`src/rtl/dbr_pkg.sv`:
```
package dbr_pkg;
  localparam int unsigned XLEN = 32;
  localparam int unsigned RIDX = 5;

  typedef enum logic [1:0] {
    BK_NONE = 2'd0,
    BK_LINK = 2'd1,
    BK_VEC  = 2'd2,
    BK_CMPF = 2'd3
  } br_kind_e;
endpackage

```
`src/rtl/dbr_target.sv`:
```
module dbr_target
  import dbr_pkg::*;
#(
  parameter int unsigned W = XLEN
) (
  input  br_kind_e       kind,
  input  logic [W-1:0]   pc,
  input  logic [W-1:0]   disp,
  input  logic [W-1:0]   vreg,
  input  logic [W-1:0]   imm,
  input  logic [W-1:0]   creg,
  output logic           taken,
  output logic           is_link,
  output logic [W-1:0]   target
);
  localparam logic [W-1:0] ALIGN_MASK = ~{{(W-2){1'b0}}, 2'b11};

  logic [W-1:0] rel_tgt;
  logic         cmp_false;

  assign rel_tgt   = pc + disp;
  assign cmp_false = (imm != creg);

  always_comb begin
    taken   = 1'b0;
    is_link = 1'b0;
    target  = rel_tgt;
    unique case (kind)
      BK_LINK: begin
        taken   = 1'b1;
        is_link = 1'b1;
      end
      BK_VEC: begin
        taken  = 1'b1;
        target = vreg & ALIGN_MASK;
      end
      BK_CMPF: taken = cmp_false;
      default: taken = 1'b0;
    endcase
  end
endmodule

```
`src/rtl/dbr_pc_regs.sv`:
```
module dbr_pc_regs
  import dbr_pkg::*;
#(
  parameter int unsigned   W         = XLEN,
  parameter logic [W-1:0]  RESET_VEC = '0
) (
  input  logic         clk,
  input  logic         rst,
  input  logic         stall,
  input  logic         taken,
  input  logic [W-1:0] target,
  output logic [W-1:0] cur_q,
  output logic [W-1:0] nxt_q
);
  localparam logic [W-1:0] STEP = W'(4);

  always_ff @(posedge clk) begin
    if (rst) begin
      cur_q <= RESET_VEC;
      nxt_q <= RESET_VEC + STEP;
    end else if (!stall) begin
      cur_q <= nxt_q;
      nxt_q <= taken ? target : nxt_q + STEP;
    end
  end


  adv_chk: assert property (@(posedge clk) disable iff (rst)
    !stall |=> cur_q == $past(nxt_q));


  seq_chk: assert property (@(posedge clk) disable iff (rst)
    (!stall && !taken) |=> nxt_q == $past(nxt_q) + STEP);


  hold_chk: assert property (@(posedge clk) disable iff (rst)
    stall |=> ($stable(cur_q) && $stable(nxt_q)));
endmodule

```
`src/rtl/dbr_link_reg.sv`:
```
module dbr_link_reg
  import dbr_pkg::*;
#(
  parameter int unsigned W        = XLEN,
  parameter int unsigned LINK_IDX = 2
) (
  input  logic            clk,
  input  logic            rst,
  input  logic            fire,
  input  logic [W-1:0]    pc,
  output logic            we_q,
  output logic [RIDX-1:0] idx,
  output logic [W-1:0]    data_q
);
  localparam logic [W-1:0] SKIP = W'(8);

  assign idx = RIDX'(LINK_IDX);

  generate
    if (LINK_IDX == 0) begin : g_zero_sink
      assign we_q   = 1'b0;
      assign data_q = '0;
    end else begin : g_live
      logic         we_r;
      logic [W-1:0] data_r;
      always_ff @(posedge clk) begin
        if (rst) begin
          we_r   <= 1'b0;
          data_r <= '0;
        end else begin
          we_r <= fire;
          if (fire) data_r <= pc + SKIP;
        end
      end
      assign we_q   = we_r;
      assign data_q = data_r;
    end
  endgenerate
endmodule

```
`src/rtl/dbr_pc_unit.sv`:
```
module dbr_pc_unit
  import dbr_pkg::*;
#(
  parameter int unsigned  W         = XLEN,
  parameter logic [W-1:0] RESET_VEC = '0,
  parameter int unsigned  LINK_IDX  = 2
) (
  input  logic            clk,
  input  logic            rst,
  input  logic            stall,
  input  logic [1:0]      br_kind,
  input  logic [W-1:0]    br_disp,
  input  logic [W-1:0]    br_reg,
  input  logic [W-1:0]    cmp_imm,
  input  logic [W-1:0]    cmp_reg,
  output logic [W-1:0]    fetch_pc,
  output logic [W-1:0]    cur_pc,
  output logic [W-1:0]    nxt_pc,
  output logic            link_we,
  output logic [RIDX-1:0] link_idx,
  output logic [W-1:0]    link_data
);
  logic         taken;
  logic         is_link;
  logic [W-1:0] target;

  dbr_target #(.W(W)) u_tgt (
    .kind    (br_kind_e'(br_kind)),
    .pc      (cur_pc),
    .disp    (br_disp),
    .vreg    (br_reg),
    .imm     (cmp_imm),
    .creg    (cmp_reg),
    .taken   (taken),
    .is_link (is_link),
    .target  (target)
  );

  dbr_pc_regs #(.W(W), .RESET_VEC(RESET_VEC)) u_regs (
    .clk    (clk),
    .rst    (rst),
    .stall  (stall),
    .taken  (taken),
    .target (target),
    .cur_q  (cur_pc),
    .nxt_q  (nxt_pc)
  );

  dbr_link_reg #(.W(W), .LINK_IDX(LINK_IDX)) u_link (
    .clk    (clk),
    .rst    (rst),
    .fire   (is_link && !stall),
    .pc     (cur_pc),
    .we_q   (link_we),
    .idx    (link_idx),
    .data_q (link_data)
  );

  assign fetch_pc = nxt_pc;


  link_addr_chk: assert property (@(posedge clk) disable iff (rst)
    (br_kind == 2'd1 && !stall) |=> (link_data == $past(cur_pc) + W'(8)));


  stall_nolink_chk: assert property (@(posedge clk) disable iff (rst)
    stall |=> !link_we);


  bl_target_chk: assert property (@(posedge clk) disable iff (rst)
    (br_kind == 2'd1 && !stall) |=> (nxt_pc == $past(cur_pc) + $past(br_disp)));
endmodule

```
`config.mk`:
```
export PLATFORM = sky130hd
export DESIGN_NAME = dbr_pc_unit
export DESIGN_NICKNAME = d
export VERILOG_FILES = /design/src/rtl/dbr_pkg.sv /design/src/rtl/dbr_target.sv /design/src/rtl/dbr_pc_regs.sv /design/src/rtl/dbr_link_reg.sv /design/src/rtl/dbr_pc_unit.sv
export SDC_FILE = /design/constraint.sdc
export NUM_CORES = 1
export LEC_CHECK = 0
export BUFFER_PORTS_ARGS = -buffer_cell sky130_fd_sc_hd__clkbuf_2
export CORE_MARGIN = 2
export CORE_UTILIZATION = 25
export CTS_CLUSTER_DIAMETER = 80
export DETAILED_ROUTE_END_ITERATION = 10
export REMOVE_ABC_BUFFERS = 1
export SLEW_MARGIN = 30
export SYNTH_ARGS = -nofsm -noshare
export SYNTH_HDL_FRONTEND = slang
export SYNTH_SLANG_ARGS = --single-unit
export TNS_END_PERCENT = 5
```
`constraint.sdc`:
```
create_clock -name clk -period 3.1 [get_ports clk]
set_clock_uncertainty 0.1 [all_clocks]
set_input_delay 0.155 -clock clk [delete_from_list [all_inputs] [get_ports clk]]
set_output_delay 0.155 -clock clk [all_outputs]
set_load 0.05 [all_outputs]
```
==> out/qor.yml <==
result_of_the_run: "complete, no violations"
drt.antenna.violating_nets: 0
globalRouteTotalUtil_pct: 17.1
clock-sinks: 97
worst_slew_margin_rel_pct: 45.1
yosys.area_share.simple_pct: 23.4
synth_adder_area_share_pct: 6.52
grt_start_max_net_pins: 69
most_frequent_cells_in_the_layout: "sky130_fd_sc_hd__clkbuf_2 (257), sky130_fd_sc_hd__nor2_1 (112), sky130_fd_sc_hd__dfxtp_1 (97), sky130_fd_sc_hd__nand2_1 (81), sky130_fd_sc_hd__a21oi_1 (67)"
r2r-end: "u_regs.nxt_q[26]$_SDFFE_PP0N_"
floorplan.core_area_um2: 28900
post_synth_num_cell_types: 70
syn_area_per_cell_um2: 7.79
setup.worst_path.class: "flop to flop"
fin_hold_ws_ns: 0.0229
clk_pin_slew_ns: 0.08
async_reset_ff_share_pct: 0
dp_slack_ns: 0.126
vias_per_cell: 4.97
vias_in_the_first_global_route: 7166
vias: 7746
power_density_normalized_to_cell_area_nw_per_um2: 422
io_buffer_count: 259
syn2layout_area_growth_pct: 26.0
cts_tree: "built"
yosys-mux-area-fraction_pct: 5.41
drive_above_1_share_pct: 28.2
crit_path_max_fanout: 4
avgRoutedWirePerCell_um: 17.4
synth-edff-count: 0
globalRouteOverflowTotal: 0
timing.final.max_slew_violations: 0
slew_at_the_pin_closest_to_its_max_slew_limit_ns: 0.823
max-clock-path-buffers: 2
initial_utilization_pct: 25.6
antenna_cells_inserted: 0
syn_inst: 950
achievable-frequency_mhz: 346
remaining_drc_errors: 0
cts-htree-levels: 3
critPathRequiredTime_ns: 3.27
synth-seq-area-share_pct: 26.2
sequentialPowerShare_pct: 36.4
synth_compound_gate_area_share_pct: 22.5
worstHoldPathType: "primary input to flop"
final_net_count: 1339
dpl-instance-area_um2: 8970
gp_congestion: 0.868
drv_cap: 0
start_kind: "flop"
critPathLaunch: "u_regs.cur_q[0]$_SDFFE_PP0N_"
synth_top_family_by_area: "simple AND/OR/NAND/NOR gates"
setup_total_negative_slack_ns: 0
comb_power_share_pct: 32.1
floorplan.rows: 62
hold_viol: 0
floorplan.die_area_um2: 31000
worst_skew_pair_later_pin_latency_ns: 0.37
fin_util_pct: 32.2
boundaryPins: 267
drt_first_iter_violations: 372
wl_um: 27100
dr.pass1.iters: 5
final_common_cell: "sky130_fd_sc_hd__clkbuf_2"
min_period_over_period_pct: 93.3
power.share.clock_pct: 31.4
synthesis_stage_register_bit_count: 97
max-vdd-ir-drop_uv: 262
chipHeight_um: 176
power.share.switching_pct: 39.3
final_design_area_no_fill_um2: 9330
cts_buffers: 9
antenna_found_initial: 2
p_total_mw: 3.94
crit_path_end: "u_regs.nxt_q[26]$_SDFFE_PP0N_"
layoutNonFillerInstCount: 1557
mappedNetlistArea_um2: 7400
synthFlopType: "sky130_fd_sc_hd__dfxtp_1"
data_arrival_time_of_the_critical_path_ns: 3.06
end_kind: "flop"
yosys.area_share.xor_xnor_pct: 8.52
layout_min_cycle_time_ns: 2.89
die_x_um: 176
grt_first_pass_wirelength_um: 40900
worstReg2RegStart: "u_regs.cur_q[0]$_SDFFE_PP0N_"
setup-violations-final: 0
grt_setup_unrepaired: "no"
power.internal_mw: 2.39
r2r.worst_path.cells: 11
clock_tree.root_cell: "sky130_fd_sc_hd__clkbuf_16"
p_switching_mw: 1.55
ff2ff_setup_slack_ns: 0.21
postLayoutSetupSlackWorst_ns: 0.209
place_inst: 1540
synth_warnings: 0
leakagePower_nw: 4.12
post-dp-hpwl_um: 21300
## cells in the mapped netlist (all sizes together) (3+ instances only)
library cell,n,share of area [%]
a211oi,33,3.4
a211o,3,0.36
nor3,16,1.3
o32ai,4,0.47
o21a,11,1.1
a41oi,3,0.36
and3,15,1.4
o211ai,11,1.1
a311oi,6,0.71
o21bai,6,0.66
o31ai,8,0.88
dfxtp,97,26
and4,7,0.83
nor3b,7,0.71
o21ai,38,2.6
a31oi,12,1.0
buf,51,4.7
a2bb2oi,3,0.36
nand3,38,2.6
clkbuf,35,1.8
nand4,17,1.5
nand2b,9,0.76
xnor2,13,1.5
and2,6,0.51
a21oi,68,4.6
nor2,114,5.9
nor4,17,1.4
a21boi,4,0.41
nand2,81,4.1
mux2i,40,5.4
xor2,59,7.0
a21o,17,1.7
nor2b,5,0.42
nand4b,6,0.71
or3,8,0.68
ha,37,6.3
inv,17,0.86
a2111oi,5,0.76
## area by class of cell
type                    count  area, um2
inverters                  17       63.8
multi-input cells         753       4970
clock inverters             4       51.3
well taps                 384        480
clock buffers              12        256
repair buffers            290       1560
flip-flops and latches     97       1940
fillers                  3197      19600
## state kept, by name, summed over array words and instances, names as in the netlist
name           cells
u_regs.cur_q      32
u_link.data_q     32
u_regs.nxt_q      32
u_link.we_q        1
## power groups by stage
stage	sequential (mW)	clock (mW)	combinational (mW)
floorplan	1.81	0	0.464
global placement	1.46	0	1.26
detailed placement	1.46	0	1.26
CTS	1.43	1.27	1.27
global route	1.45	1.32	1.36
finish	1.43	1.24	1.26
## critical path, cell delays in order, from the launching register on
cell                        delay [ns]
sky130_fd_sc_hd__dfxtp_1          0.39
sky130_fd_sc_hd__ha_2             0.23
sky130_fd_sc_hd__inv_1            0.06
sky130_fd_sc_hd__fa_1             0.41
sky130_fd_sc_hd__nor2b_2          0.15
sky130_fd_sc_hd__o31a_1           0.19
sky130_fd_sc_hd__o21ai_1          0.12
sky130_fd_sc_hd__and3_4           0.23
sky130_fd_sc_hd__nor4_2           0.30
sky130_fd_sc_hd__nor4_1           0.09
sky130_fd_sc_hd__xor2_1           0.17
sky130_fd_sc_hd__a2111oi_2        0.35
## worst min-delay path by stage
stage / start / to / slack, ns / cells after the start
final: br_reg[21] / u_regs.nxt_q[21]$_SDFFE_PP0N_ / 0.02 / 3
after global routing: br_reg[20] / u_regs.nxt_q[20]$_SDFFE_PP0N_ / 0.04 / 3
after CTS: br_reg[21] / u_regs.nxt_q[21]$_SDFFE_PP0N_ / 0.02 / 3
after detailed placement: u_link.data_q[2]$_SDFFE_PP0P_ / u_link.data_q[2]$_SDFFE_PP0P_ / 0.35 / 2
after global placement: u_link.data_q[0]$_SDFFE_PP0P_ / u_link.data_q[0]$_SDFFE_PP0P_ / 0.35 / 2
after floorplan: rst / u_link.data_q[26]$_SDFFE_PP0P_ / 0.12 / 1
## timing repair
item | in CTS | in global routing
endpoints found under the setup margin | 0 | 7
setup buffers | 0 | 0
hold endpoints to repair | 1 | 0
hold buffers | 1 | 0
gates resized for setup | 0 | 7
## cell families after synthesis
logic type                 count (synthesis)
other                                      2
DFF                                       97
and+or+nand+nor                          351
muxes                                     40
AOI/OAI and AO/OA                        247
xor gates and xnor gates                  72
buffers and inverters                    103
adders and majority gates                 38
## layer usage
| metal | track usage [%] | wire, um | vias to the layer above |
|---|---|---|---|
| met5 | 0 | 24 | - |
| met1 | 23.6 | 12800 | 3590 |
| met2 | 27.4 | 12300 | 263 |
| li1 | - | - | 3858 |
| met3 | 3.06 | 1580 | 31 |
| met4 | 4.61 | 485 | 4 |
Note: power is estimated with default switching activity, not from simulation.
